### src/rtl/row_shift_driver.sv
module row_shift_driver #(
  parameter int NCH = 34
) (
  input  logic           clk,
  input  logic           rst_n,
  input  logic           dir,
  input  logic           ser_in,
  input  logic           out_en,
  input  logic           pol,
  output logic           ser_out,
  output logic [NCH-1:0] drv_en,
  output logic [NCH-1:0] drv_val
);

  logic [NCH-1:0] sr;

  always_ff @(negedge clk or negedge rst_n) begin
    if (!rst_n)   sr <= '0;
    else if (dir) sr <= {ser_in, sr[NCH-1:1]};
    else          sr <= {sr[NCH-2:0], ser_in};
  end

  assign ser_out = dir ? sr[0] : sr[NCH-1];
  assign drv_en  = out_en ? sr : '0;
  assign drv_val = (out_en && pol) ? sr : '0;

endmodule


### config.mk
export PLATFORM = sky130hd
export DESIGN_NAME = row_shift_driver
export DESIGN_NICKNAME = d
export VERILOG_FILES = /design/src/rtl/row_shift_driver.sv
export SDC_FILE = /design/constraint.sdc
export NUM_CORES = 1
export LEC_CHECK = 0
export CAP_MARGIN = 30
export CORE_AREA = 2 2 72 74
export DETAILED_ROUTE_END_ITERATION = 10
export DIE_AREA = 0 0 74 76
export DONT_BUFFER_PORTS = 1
export SKIP_CTS_REPAIR_TIMING = 1
export SLEW_MARGIN = 10
export SYNTH_ARGS = -nofsm -noshare
export SYNTH_HDL_FRONTEND = slang
export SYNTH_SLANG_ARGS = --single-unit
### constraint.sdc
create_clock -name clk -period 1 [get_ports clk]
set_input_delay 0.3 -clock clk [delete_from_list [all_inputs] [get_ports clk]]
set_output_delay 0.3 -clock clk [all_outputs]
set_load 0.02 [all_outputs]
After elaboration in Yosys (flattened, before gate mapping)
Cells that the tools add are included.

Register bits after elaboration: 34. Output and inout port bits: 69.

Multiplexer cells: 4. Reduce and logical (&&, ||, !) cells: 1.

Operator list (count): $mux W34 (3); $logic_and A1 B1 Y1 (1); $mux W1 (1).

Depth between registers and ports, before layout
Depth after elaboration: 2. Gate-level depth with buffers: 3. Depth with buffers taken out: 1.

==> results.cfg <==
[worst_setup_path]
startpoint = sr[7]
cp.buffers_inverters = 0
critPathTopFamily = flip-flops
cp_max_fo = 4
worstSetupPathType = flip-flop to output port
r2r-start = sr[31]
cp.arrival_ns = 1.50
slowest_stage = dfrtn_1
critical_path.cell_chain = and3_4
setup.worst_path.start_class = flip-flop
rrSetupSlack_ns = -0.16
cp-end-kind = output port
cpPeakStageDelay_ns = 0.47
cp.required_ns = 0.70

[logic_synthesis]
synth_top_area_cell = dfrtn_1
synth_cells = 151
synth-seq-area-share_pct = 44.9
yosys.area.top_type_share_pct = 44.9
syn_nets = 157
synth.avg_cell_area_sq_um = 12.6
synth_area_sq_um = 1900
synth-async-reset-ratio_pct = 100
yosys-top-cells-count = and2_1, and3_1, dfrtn_1
synth_cell_type_count = 9
synth_edf_count = 0
synth_warnings = 0
synthTopCellsByArea = dfrtn_1, mux2_4, and2_1, and3_1, buf_12
ys.flop_type = dfrtn_1
ys_ff_latch = 34

[cts]
root_buffer = clkbuf_8
clk_latency_ns = 0.29
clockBufferDepth = 2
cts_tree = done
cts_sinks = 34
htreeDepth = 2
cts_inserted_buffers = 5
clk_pin_slew_worst_paths_ns = 0.05

[floorplanning]
start_util_pct = 38.6
core_area_sq_um = 4910
die_y_microns = 76
rows = 26
die_w_microns = 74
dieArea_sq_um = 5620
io_pins = 75

[timing]
finalClockSkew_ns = 0.00453
maxSlewViolCount = 0
setup_violations = 82
hold_viol = 0
setup_slack_ns = -0.798
holdWs_ns = 0.0897
tightest_slew_ns = 0.150
relSlewSlack_pct = 90.0
rsz0062_at_grt = yes

[pwr]
power_mw = 5.21
peakVddDrop_mv = 0.999
power_density_nw_per_um2 = 2000
intPower_mw = 3.67
power_frac_comb_pct = 40.4
clock_power_share_pct = 19.8
switching_share_pct = 29.5
power.switching_mw = 1.54
sequentialPowerShare_pct = 39.7
leakagePower_nw = 1.31

[cells_and_area]
largest_reg_flops = 34
regMostFlops = sr
num_antenna_cells = 0
drive_gt1_share_pct = 81.9
regArea_sq_um = 851
syn2layout_area_growth_pct = 37.4
top_regs = sr x34
multi_input_area_sq_um = 1190
fillers = 452
nets = 198

[grt]
grt_first_pass_wirelength_microns = 6260
grt_max_degree = 69
overflow = 0
track_usage_pct = 14.1
antenna_found_initial = 0
first_global_vias = 1204

[route]
antenna_left = 0
drtPass1Iterations = 3
wl_per_cell_microns = 15.1
wl_microns = 3960
drt_first_iter_violations = 42
viasPerCell = 4.81
drc = 0
vias = 1266

[worst_hold_path]
hold_path_class = primary input to asynchronous set/reset pin

[placement]
dp_hpwl_microns = 2520
place_congestion = 0.655
port_buffers = 0

[run_status]
violations = setup timing
status = finished with violations

[flow_run]
max_cap_violations = 0
placed cells by master, fill, tap and decap left out:
cell type / synthesis / layout
and2_4: 0 / 34
buf_4: 0 / 42
mux2_4: 30 / 31
clkbuf_8: 0 / 6
clkinv_2: 0 / 1
mux2_2: 5 / 4
dfrtn_1: 34 / 34
buf_6: 1 / 6
clkbuf_1: 7 / 1
and3_4: 0 / 34
power groups by stage:
stage	Sequential, mW	Clock [mW]	Combinational, mW
2_1_floorplan	2.02	0	1.42
3_3_place_gp	2.08	0	1.87
3_5_place_dp	2.11	0	1.87
4_1_cts	2.10	1.08	1.88
5_1_grt	2.13	1.13	2.23
6_report	2.07	1.03	2.11
per-layer routing:
| layer | vias up | routed length [microns] | GRT usage (%) |
|---|---|---|---|
| met3 | 6 | 278 | 4.89 |
| met1 | 619 | 1780 | 19.1 |
| met2 | 45 | 1850 | 21.2 |
| met5 | - | 0 | 0 |
| li1 | 596 | - | - |
| met4 | 0 | 51 | 4.36 |
stage by stage:
step           cells  setup TNS, ns  setup slack, ns  cell area, sq um  utilization, %
6_report         263         -51.46           -0.798              2600            53.0
5_1_grt          263         -54.29           -0.844              2600            53.0
4_1_cts          249         -52.41           -0.829              2470            50.3
3_5_place_dp     241         -39.02           -0.509              2380            48.5
3_3_place_gp     241         -38.39           -0.494              2380            48.5
2_1_floorplan    151         -45.46           -0.507              2160               -
area by class of cell:
type	instances	share of cell area [%]
repair buffers	48	14.7
flip-flops and latches	34	32.7
clock buffers	7	3.32
clock inverters	1	0.192
well taps	70	3.36
multi-input cells	103	45.7
kinds of logic after synthesis:
| logic type | Yosys count | synth area share [%] |
|---|---|---|
| flops | 34 | 44.9 |
| mux | 35 | 26.7 |
| buf+inv | 14 | 5.94 |
| simple gates | 68 | 22.4 |
final timing paths:
kind                              end  depth (start not counted)
setup reg to reg               sr[32]                          4
setup / recovery           drv_val[7]                          1
hold / removal                 sr[15]                          0
hold reg to reg                sr[32]                          1
min in group clk               sr[32]                          1
max in group asynchronous      sr[32]                          0
Power figures use the tool's default switching activity.
